$ cat config.mk
export PLATFORM = sky130hd
export DESIGN_NAME = trap_arbiter
export DESIGN_NICKNAME = d
export VERILOG_FILES = /design/src/rtl/trap_pkg.sv /design/src/rtl/trap_select.sv /design/src/rtl/trap_ctx_stack.sv /design/src/rtl/trap_arbiter.sv
export SDC_FILE = /design/constraint.sdc
export NUM_CORES = 1
export LEC_CHECK = 0
export BUFFER_PORTS_ARGS = -buffer_cell sky130_fd_sc_hd__buf_2
export CAP_MARGIN = 10
export CORE_MARGIN = 5
export CORE_UTILIZATION = 30
export CTS_BUF_LIST = sky130_fd_sc_hd__clkbuf_2
export DETAILED_ROUTE_END_ITERATION = 10
export RECOVER_POWER = 100
export SETUP_SLACK_MARGIN = 0.1
export SYNTH_ARGS = -nofsm -noshare
export SYNTH_HDL_FRONTEND = slang
export SYNTH_HIERARCHICAL = 1
export SYNTH_SLANG_ARGS = --single-unit
$ cat constraint.sdc
create_clock -name clk_i -period 3.3 [get_ports clk_i]
set_input_delay 0.495 -clock clk_i [delete_from_list [all_inputs] [get_ports clk_i]]
set_output_delay 0.495 -clock clk_i [all_outputs]
set_load 0.02 [all_outputs]
$ cat src/rtl/trap_pkg.sv
package trap_pkg;
  localparam int NCLS = 3;            // timer, software, external
  localparam int LVLW = 2;
  localparam int CW   = 4;
  localparam logic [CW-1:0] CODE_TMR = 4'd7;
  localparam logic [CW-1:0] CODE_SW  = 4'd3;
  localparam logic [CW-1:0] CODE_EXT = 4'd11;
  localparam logic [CW-1:0] CODE_NMI = 4'd15;

  typedef struct packed {
    logic            ie;
    logic [LVLW-1:0] lvl;
  } ctx_t;

  typedef struct packed {
    logic            valid;
    logic            irq;
    logic            nmi;
    logic            maskable;
    logic [CW-1:0]   code;
    logic [LVLW-1:0] lvl;
  } pick_t;
endpackage

$ cat src/rtl/trap_select.sv
module trap_select
  import trap_pkg::*;
(
  input  logic [NCLS-1:0] pend_i,
  input  logic [NCLS-1:0] mask_i,
  input  logic            ie_i,
  input  logic [LVLW-1:0] level_i,
  input  logic [LVLW-1:0] thresh_i,
  input  logic            nmi_ok_i,
  input  logic            exc_req_i,
  input  logic [CW-1:0]   exc_code_i,
  output pick_t           pick_o
);
  logic [NCLS-1:0] elig;

  // class i has priority i+1
  for (genvar i = 0; i < NCLS; i++) begin : g_elig
    localparam logic [LVLW-1:0] PRIO = LVLW'(i + 1);
    assign elig[i] = pend_i[i] & mask_i[i] & ie_i &
                     (PRIO > level_i) & (PRIO > thresh_i);
  end

  always_comb begin
    pick_o = '0;
    if (nmi_ok_i) begin
      pick_o.valid = 1'b1; pick_o.irq = 1'b1; pick_o.nmi = 1'b1;
      pick_o.code  = CODE_NMI;
    end else if (elig[2]) begin
      pick_o.valid = 1'b1; pick_o.irq = 1'b1; pick_o.maskable = 1'b1;
      pick_o.code  = CODE_EXT; pick_o.lvl = 2'd3;
    end else if (elig[1]) begin
      pick_o.valid = 1'b1; pick_o.irq = 1'b1; pick_o.maskable = 1'b1;
      pick_o.code  = CODE_SW;  pick_o.lvl = 2'd2;
    end else if (elig[0]) begin
      pick_o.valid = 1'b1; pick_o.irq = 1'b1; pick_o.maskable = 1'b1;
      pick_o.code  = CODE_TMR; pick_o.lvl = 2'd1;
    end else if (exc_req_i) begin
      pick_o.valid = 1'b1;
      pick_o.code  = exc_code_i;
    end
  end
endmodule

$ cat src/rtl/trap_ctx_stack.sv
module trap_ctx_stack #(
  parameter int DEPTH = 4,
  parameter int W     = 3
) (
  input  logic         clk_i,
  input  logic         rst_ni,
  input  logic         push_i,
  input  logic         pop_i,
  input  logic [W-1:0] din_i,
  output logic [W-1:0] top_o
);
  logic [W-1:0] mem [DEPTH];

  for (genvar i = 0; i < DEPTH; i++) begin : g_ent
    logic [W-1:0] up_val, dn_val;
    if (i == 0) begin : g_first
      assign dn_val = din_i;
    end else begin : g_rest
      assign dn_val = mem[i-1];
    end
    if (i == DEPTH - 1) begin : g_last
      assign up_val = '0;
    end else begin : g_mid
      assign up_val = mem[i+1];
    end
    always_ff @(posedge clk_i or negedge rst_ni) begin
      if (!rst_ni)     mem[i] <= '0;
      else if (push_i) mem[i] <= dn_val;
      else if (pop_i)  mem[i] <= up_val;
    end
  end

  assign top_o = mem[0];
endmodule

$ cat src/rtl/trap_arbiter.sv
module trap_arbiter
  import trap_pkg::*;
#(
  parameter int STACK_DEPTH = 4
) (
  input  logic            clk_i,
  input  logic            rst_ni,
  input  logic            boundary_i,
  input  logic [NCLS-1:0] pend_i,
  input  logic [NCLS-1:0] mask_i,
  input  logic            nmi_i,
  input  logic            exc_req_i,
  input  logic [CW-1:0]   exc_code_i,
  input  logic [LVLW-1:0] thresh_i,
  input  logic            ie_set_i,
  input  logic            ie_clr_i,
  input  logic            ret_i,
  output logic            take_o,
  output logic            is_irq_o,
  output logic [CW-1:0]   cause_o,
  output logic            ie_o,
  output logic [LVLW-1:0] level_o,
  output logic            nmi_busy_o
);
  localparam int CTXW = $bits(ctx_t);

  logic            ie_q, nmi_q;
  logic [LVLW-1:0] lvl_q;
  pick_t           pick;
  ctx_t            push_ctx, pop_ctx;
  logic            take;

  trap_select u_sel (
    .pend_i    (pend_i),
    .mask_i    (mask_i),
    .ie_i      (ie_q),
    .level_i   (lvl_q),
    .thresh_i  (thresh_i),
    .nmi_ok_i  (nmi_i & ~nmi_q),
    .exc_req_i (exc_req_i),
    .exc_code_i(exc_code_i),
    .pick_o    (pick)
  );

  // a return in the same cycle defers arbitration
  assign take = boundary_i & ~ret_i & pick.valid;

  assign push_ctx.ie  = ie_q;
  assign push_ctx.lvl = lvl_q;

  trap_ctx_stack #(.DEPTH(STACK_DEPTH), .W(CTXW)) u_stk (
    .clk_i (clk_i),
    .rst_ni(rst_ni),
    .push_i(take),
    .pop_i (ret_i),
    .din_i (push_ctx),
    .top_o (pop_ctx)
  );

  always_ff @(posedge clk_i or negedge rst_ni) begin
    if (!rst_ni) begin
      ie_q  <= 1'b0;
      lvl_q <= '0;
      nmi_q <= 1'b0;
    end else if (take) begin
      ie_q <= 1'b0;
      if (pick.maskable) lvl_q <= pick.lvl;
      if (pick.nmi)      nmi_q <= 1'b1;
    end else if (ret_i) begin
      ie_q  <= pop_ctx.ie;
      lvl_q <= pop_ctx.lvl;
      nmi_q <= 1'b0;
    end else if (ie_set_i) begin
      ie_q <= 1'b1;
    end else if (ie_clr_i) begin
      ie_q <= 1'b0;
    end
  end

  assign take_o     = take;
  assign is_irq_o   = take & pick.irq;
  assign cause_o    = take ? pick.code : '0;
  assign ie_o       = ie_q;
  assign level_o    = lvl_q;
  assign nmi_busy_o = nmi_q;
endmodule

-- Word-level counts from Yosys, hierarchy flattened
Index checks and enable logic that the tools add are counted.
- bits in registers: 16
- input bits: 20
- output and inout bits: 10
- logic and storage cells: 71
- mux-type cells: 34
- reductions and logical operators: 4
- order comparisons: 6
- equal/unequal tests: 2
- bitwise operators: 18
- operators with widths (cell ; count):
    $mux W3 ; 8
    $and A1 B1 Y1 ; 16
    $mux W4 ; 4
    $mux W2 ; 7
    $mux W7 ; 2
    $mux W1 ; 13
    $gt A2 B2 Y1 const A ; 4
    $gt A1 B2 Y1 const A ; 2
    $ne A2 B2 Y1 const B ; 2
    $reduce_and A2 Y1 ; 2
    $reduce_bool A4 Y1 ; 1
    $not A1 Y1 ; 2
    $reduce_bool A2 Y1 ; 1

-- Logic depth before layout (Yosys ltp)
Gate-level depths: netlist (run 1).
- word-level depth: 11
- mapped depth: 8

-- Modules after synthesis
The synthesis (run 1) kept the hierarchy.
- by module, submodules not included (module ; cells each ; sequential area each (sq um) ; times used ; area an instance (sq um)):
    trap_ctx_stack ; 50 ; 300.3 ; 1 ; 533.0
    trap_arbiter ; 23 ; 100.1 ; 1 ; 230.2
    trap_select ; 28 ; 0.0 ; 1 ; 191.4

-- Worst setup path before layout (run 1)
No wires, ideal clock.
- kind: reg2out
- start point: reg ie_q (netlist: ie_o)
- end point: out cause_o[0]
- slack: 0.718 ns
- cell stages (with the launch flop): 7
- arrival time: 2.087 ns
- path through: dfrtp_1 > nor3b_2 > nand3_2 > nand4b_1 > nand2_1 > nor2_1 > and2_1
- RTL lines (element ; line ; source):
    from (decl) ; trap_arbiter.sv:27 ; logic ie_q, nmi_q;
    from (signal assigned) ; trap_arbiter.sv:70 ; ie_q <= pop_ctx.ie;
    to (decl) ; trap_arbiter.sv:20 ; output logic [CW-1:0] cause_o,

==> metrics.md, run 1 <==
| Metric | Value |
|---|---|
| Vias/cell | `4.82` |
| Via count | `843` |
| Post-synthesis sequential area ratio | `41.9%` |
| Hold WS | `274 ps` |
| Final setup violation count | `0` |
| Vias in the first global route | `800` |
| Reg area | `400 sq um` |
| Peak VDD IR | `0.191 mV` |
| P_leak | `0.528 nW` |
| Final core utilization | `37.2%` |
| DRT Pass-1 Iters | `6` |
| Yosys cell types | `32` |
| Kind of critical path | `register to output pin` |
| Reg2reg start | `level_o[0]$_DFFE_PN0P_` |
| Clock transition at path regs | `140 ps` |
| Ys async rst share | `100%` |
| Overflow after GRT | `0` |
| R2R depth | `8` |
| Tmin final | `2850 ps` |
| Outcome | `finished clean` |
| Core box area | `3050 sq um` |
| Nets | `152` |
| Yosys top cell by area | `dfrtp_1` |
| Chip width | `66.4 um` |
| Final max-slew violation count | `0` |
| Power per cell area | `314 nW/um^2` |
| Total wire length | `2170 um` |
| I/O Buffers | `29` |
| Multi-input logic area | `512 sq um` |
| Least-Margin Pin Slew | `820 ps` |
| Longest Clk Path Bufs | `2` |
| Total GRT Usage | `9.79%` |
| Slew HR | `45.4%` |
| RSZ-0062 raised after global routing | `false` |
| Hold Fails Final Rpt | `0` |
| Hold_buf cts | `0` |
| Worst hold path class | `input pin to asynchronous set/reset pin` |
| Detailed-placement wirelength estimate | `1660 um` |
| CP endpoint kind | `output pin` |
| Crit-path max FO | `9` |
| Yosys top cell area share | `41.9%` |
| Post-CTS Resized | `0` |
| Max Clk Rate | `351 MHz` |
| CTS sink count | `16` |
| Synthesized area | `955 sq um` |
| Latest clock arrival within the worst-skew pair | `270 ps` |
| DIE AREA | `4410 sq um` |
| Nature of the critical path startpoint | `register` |
| Worst Path Arrival | `2360 ps` |
| Most frequent cells after synthesis | `nand2_1, dfrtp_1, mux2i_1` |
| Global-route wire length before repair | `3470 um` |
| Die Span Y | `66.4 um` |
| Largest net degree at the start of global routing | `25` |
| Setup TNS | `0 ps` |
| Num CTS Buffers | `3` |
| Number of synthesized flops with an enable pin | `0` |
| FF-to-FF End | `u_stk/g_ent[2].up_val[2]$_DFFE_PN0P_` |
| Reg2Reg Setup Slack | `870 ps` |
| Fillers | `335` |
| #FFs+latches synth | `16` |
| Gp weighted congestion | `0.788` |
| Area contributors post-synth | `dfrtp_1, mux2i_1, nand2_1` |
| # rows | `20` |
| Top_reg_cell synth | `dfrtp_1` |
| Skew final | `9.92 ps` |
| Final ANT Viol Nets | `0` |
| Wire per inst | `12.4 um` |
| DRC Markers | `0` |
| Mean post-synth cell area | `9.45 sq um` |
| H-Tree Depth | `1` |
| CTS root buffer | `clkbuf_2` |
| Initial antenna violation count | `0` |
| # Max-Cap Violations | `0` |
| Layout cell share with drive strength beyond 1 | `25.2%` |
| Setup repair bufs after CTS | `0` |
| Post-Syn Instances | `101` |
| Syn_nets | `121` |
| Ports | `30` |
| Count leader, synth | `nand2_1` |
| Starting Density | `31.3%` |
| Synth-to-Final Area Change | `18.9%` |
| Period utilization | `86.4%` |
| Ant. Diodes | `0` |
| YS warnings | `6` |
| DR iter-0 viols | `81` |
| CTS tree | `yes` |
| Worst EP required | `2800 ps` |
[cells by family (layout without fill, tap and decap cells)]
logic type / count (synthesis) / in the layout / synth area share [%]
compound gates: 24 / 24 / 14.5
flops: 16 / 16 / 41.9
simple gates: 43 / 43 / 25.9
buf+inv: 5 / 35 / 3.41
mux: 13 / 13 / 14.2
[report_power, final]
group,internal [W],switching [W],total [W]
Clock,0.0000264,0.0000541,0.0000805
Sequential,0.000201,0.00000458,0.000205
Combinational,0.0000280,0.0000422,0.0000702
Total,0.000255,0.000101,0.000356
[layout by cell type (no fill, tap or decap), drive strengths merged]
master / count
inv: 1
a22o: 1
a22oi: 1
mux2: 4
a21oi: 4
nand2: 19
nand4: 3
a31oi: 2
nor2b: 2
and4bb: 1
dfrtp: 16
mux2i: 9
nor2: 3
or3b: 1
o211ai: 1
nor3b: 1
and2: 5
nand2b: 2
nand4b: 1
nand4bb: 1
a31o: 1
o21ai: 14
nand3: 4
buf: 24
clkbuf: 9
clkinv: 1
[critical path: stages, from the launching register on]
cell,delay (ps)
dfrtp_1,470
a22oi_1,200
nand4_1,350
nand4b_1,300
nand2_1,100
nor2_1,330
and2_0,190
buf_2,160
[layer usage]
layer | share of wire [%] | vias to the layer above | track usage [%]
met1 | 48 | 393 | 13.5
li1 | - | 419 | -
met3 | 10 | 0 | 3.23
met2 | 42 | 31 | 14.7
met4 | 0 | 0 | 2.28
met5 | 0 | - | 0
[how the worst max path moves through the flow]
stage                                       from  slack (ps)    endpoint  cells past startpoint
after detailed placement             thresh_i[1]         730  cause_o[0]                      8
after global routing      level_o[0]$_DFFE_PN0P_         190  cause_o[1]                      7
after CTS                       ie_o$_DFFE_PN0P_         520  cause_o[0]                      7
after global placement               thresh_i[1]         850  cause_o[2]                      8
final                     level_o[0]$_DFFE_PN0P_         450  cause_o[3]                      7
after floorplan                 ie_o$_DFFE_PN0P_         720  cause_o[0]                      6
[layout make-up]
class	count	share of cell area (%)
Clock buffer	3	1.32
Clock inverter	1	0.331
Inverter	1	0.331
Multi-Input combinational cell	80	45.1
Sequential cell	16	35.3
Tap cell	44	4.85
Timing Repair Buffer	30	12.8
[state kept, by name, indices dropped and copies added (netlist names)]
register / count
level_o: 2
ie_o: 1
nmi_busy_o: 1
u_stk/top_o: 3
u_stk/g_ent.up_val: 9
[metrics by stage]
step                cell area [sq um]  setup slack [ps]  power, W  cells
finish                           1130               449  0.000356    175
global route                     1130               194  0.000377    175
floorplan                         955               718  0.000253    101
global placement                 1130               850  0.000281    171
CTS                              1150               521  0.000363    175
detailed placement               1130               735  0.000282    171
Power figures use the tool's default switching activity.
==> run 2: changes to the inputs <==
CORE_UTILIZATION = 42   (was 30)
PLACE_DENSITY = 0.68   (was unset)
==> metrics.md, run 2 (synthesis gave the netlist of run 1 again) <==
| Metric | Value |
|---|---|
| Commonest cells after routing, fill and taps aside | `buf_2, nand2_1, dfrtp_1 (unchanged)` |
| Most common cell after layout, fill and taps aside | `buf_2 (unchanged)` |
| Final core utilization | `50.6% (was 37.2%)` |
| Via count | `838 (was 843)` |
| Initial antenna violation count | `0 (unchanged)` |
| Placed cell areas | `1110 sq um (was 1130 sq um)` |
| Final setup violation count | `0 (unchanged)` |
| Crit-path slowest cell | `dfrtp_1 (unchanged)` |
| Slew HR | `44.6% (was 45.4%)` |
| Post-route cell area | `1110 sq um (was 1130 sq um)` |
| Least-Margin Pin Slew | `831 ps (was 820 ps)` |
| Crit-path max FO | `9 (unchanged)` |
| Ports | `30 (unchanged)` |
| Total GRT Usage | `13.1% (was 9.79%)` |
| Global-route wire length before repair | `3510 um (was 3470 um)` |
| CTS sink count | `16 (unchanged)` |
| Setup TNS | `0 ps (unchanged)` |
| Num CTS Buffers | `3 (unchanged)` |
| H-Tree Depth | `1 (unchanged)` |
| Gp weighted congestion | `0.865 (was 0.788)` |
| Skew final | `10.1 ps (was 9.92 ps)` |
| RSZ-0062 raised after global routing | `false (unchanged)` |
| DRT Pass-1 Iters | `4 (was 6)` |
| Total wire length | `2140 um (was 2170 um)` |
| Kind of critical path | `register to output pin (unchanged)` |
| Crit path buf inv count | `1 (unchanged)` |
| DRC Markers | `0 (unchanged)` |
| Clock transition at path regs | `140 ps (about the same)` |
| # rows | `17 (was 20)` |
| Worst Path Arrival | `2240 ps (was 2360 ps)` |
| Latest clock arrival within the worst-skew pair | `270 ps (about the same)` |
| I/O Buffers | `29 (unchanged)` |
| Period utilization | `82.9% (was 86.4%)` |
| P_leak | `0.526 nW (was 0.528 nW)` |
| Outcome | `finished clean (unchanged)` |
| Chip width | `57.7 um (was 66.4 um)` |
| Crit path cell chain | `a22oi_1 > nand4_2 > nand4b_1 > nand2_1 > nor2_1 > and2_0 > buf_2 (was a22oi_1 > nand4_1 > nand4b_1 > nand2_1 > nor2_1 > and2_0 > buf_2)` |
| Tmin final | `2740 ps (was 2850 ps)` |
| Worst hold path class | `input pin to asynchronous set/reset pin (unchanged)` |
| Max reg flops | `9 (unchanged)` |
| Nature of the critical path startpoint | `register (unchanged)` |
| CP endpoint kind | `output pin (unchanged)` |
| CTS root buffer | `clkbuf_2 (unchanged)` |
| Wire per inst | `13.6 um (was 12.4 um)` |
| DIE AREA | `3330 sq um (was 4410 sq um)` |
| Power per cell area | `319 nW/um^2 (was 314 nW/um^2)` |
| Post-CTS Resized | `0 (unchanged)` |
| Layout cell share with drive strength beyond 1 | `24.6% (was 25.2%)` |
| Die Span Y | `57.7 um (was 66.4 um)` |
| Largest net degree at the start of global routing | `25 (unchanged)` |
| Delay-heaviest family, CP | `simple AND/OR/NAND/NOR gates (unchanged)` |
| Hold Fails Final Rpt | `0 (unchanged)` |
| Vias in the first global route | `765 (was 800)` |
| Final ANT Viol Nets | `0 (unchanged)` |
| Nets | `152 (unchanged)` |
| Vias/cell | `5.30 (was 4.82)` |
| Slowest stage delay, CP | `470 ps (about the same)` |
| Max Clk Rate | `365 MHz (was 351 MHz)` |
| Hold_buf cts | `0 (unchanged)` |
| Worst EP required | `2800 ps (about the same)` |
| Setup repair bufs after CTS | `0 (unchanged)` |
| # Max-Cap Violations | `0 (unchanged)` |
| Core box area | `2190 sq um (was 3050 sq um)` |
| Fillers | `218 (was 335)` |
| DR iter-0 viols | `15 (was 81)` |
| Longest Clk Path Bufs | `2 (unchanged)` |
| Overflow after GRT | `0 (unchanged)` |
| Peak VDD IR | `0.232 mV (was 0.191 mV)` |
| Starting Density | `43.6% (was 31.3%)` |
| Ant. Diodes | `0 (unchanged)` |
| Final max-slew violation count | `0 (unchanged)` |
| Synth-to-Final Area Change | `16.1% (was 18.9%)` |
| CTS tree | `yes (unchanged)` |
## run 2: cell types whose count changed in the layout (fill, tap and decap cells not counted), sizes merged
cell and change:
buf -1, clkbuf +1, clkinv -1
## run 2: stage by stage
step | std cells | hold slack (ps) | setup WS, ps | power, W
after floorplan | 101 | 199 | 718 | 0.000253
after global placement | 155 | 418 | 884 | 0.000281
after detailed placement | 155 | 424 | 734 | 0.000282
after CTS | 158 | 104 | 529 | 0.000362
after global routing | 158 | 325 | 309 | 0.000376
final | 158 | 275 | 563 | 0.000354
## run 2: worst paths after layout
kind                                                      start                              endpoint  slack [ps]  cells past startpoint
min in group clk_i                                   boundary_i                nmi_busy_o$_DFFE_PN0P_         500                      3
min                                                      rst_ni  u_stk/g_ent[2].up_val[2]$_DFFE_PN0P_         280                      1
max                                      level_o[0]$_DFFE_PN0P_                            cause_o[1]         560                      7
max in group asynchronous                                rst_ni  u_stk/g_ent[1].up_val[1]$_DFFE_PN0P_        2510                      1
max reg2reg                              level_o[0]$_DFFE_PN0P_  u_stk/g_ent[2].up_val[2]$_DFFE_PN0P_         600                      8
min reg2reg                u_stk/g_ent[2].up_val[2]$_DFFE_PN0P_  u_stk/g_ent[2].up_val[2]$_DFFE_PN0P_         530                      1
## run 2: area by class of cell
cell class | count | area, sq um | area share (%)
Clock buffer | 3 | 15.0 | 1.35
Inverter | 1 | 3.75 | 0.339
Multi-Input combinational cell | 80 | 513 | 46.3
Sequential cell | 16 | 400 | 36.1
Tap cell | 28 | 35.0 | 3.16
Timing Repair Buffer | 30 | 141 | 12.8
## run 2: where the power goes
| part | internal, W | switching [W] | total [W] | leakage (nW) |
|---|---|---|---|---|
| Sequential | 0.000201 | 0.00000500 | 0.000206 | 0.222 |
| Clock | 0.0000248 | 0.0000535 | 0.0000783 | 0.0125 |
| Combinational | 0.0000276 | 0.0000421 | 0.0000698 | 0.291 |
| Total | 0.000253 | 0.000101 | 0.000354 | 0.526 |
## run 2: metal layers
layer	GRT usage [%]	routed length [um]	vias to the layer above
li1	-	-	425
met1	16.5	939	383
met2	21.8	984	30
met3	5.12	220	0
met4	1.99	0	0
met5	0	0	-
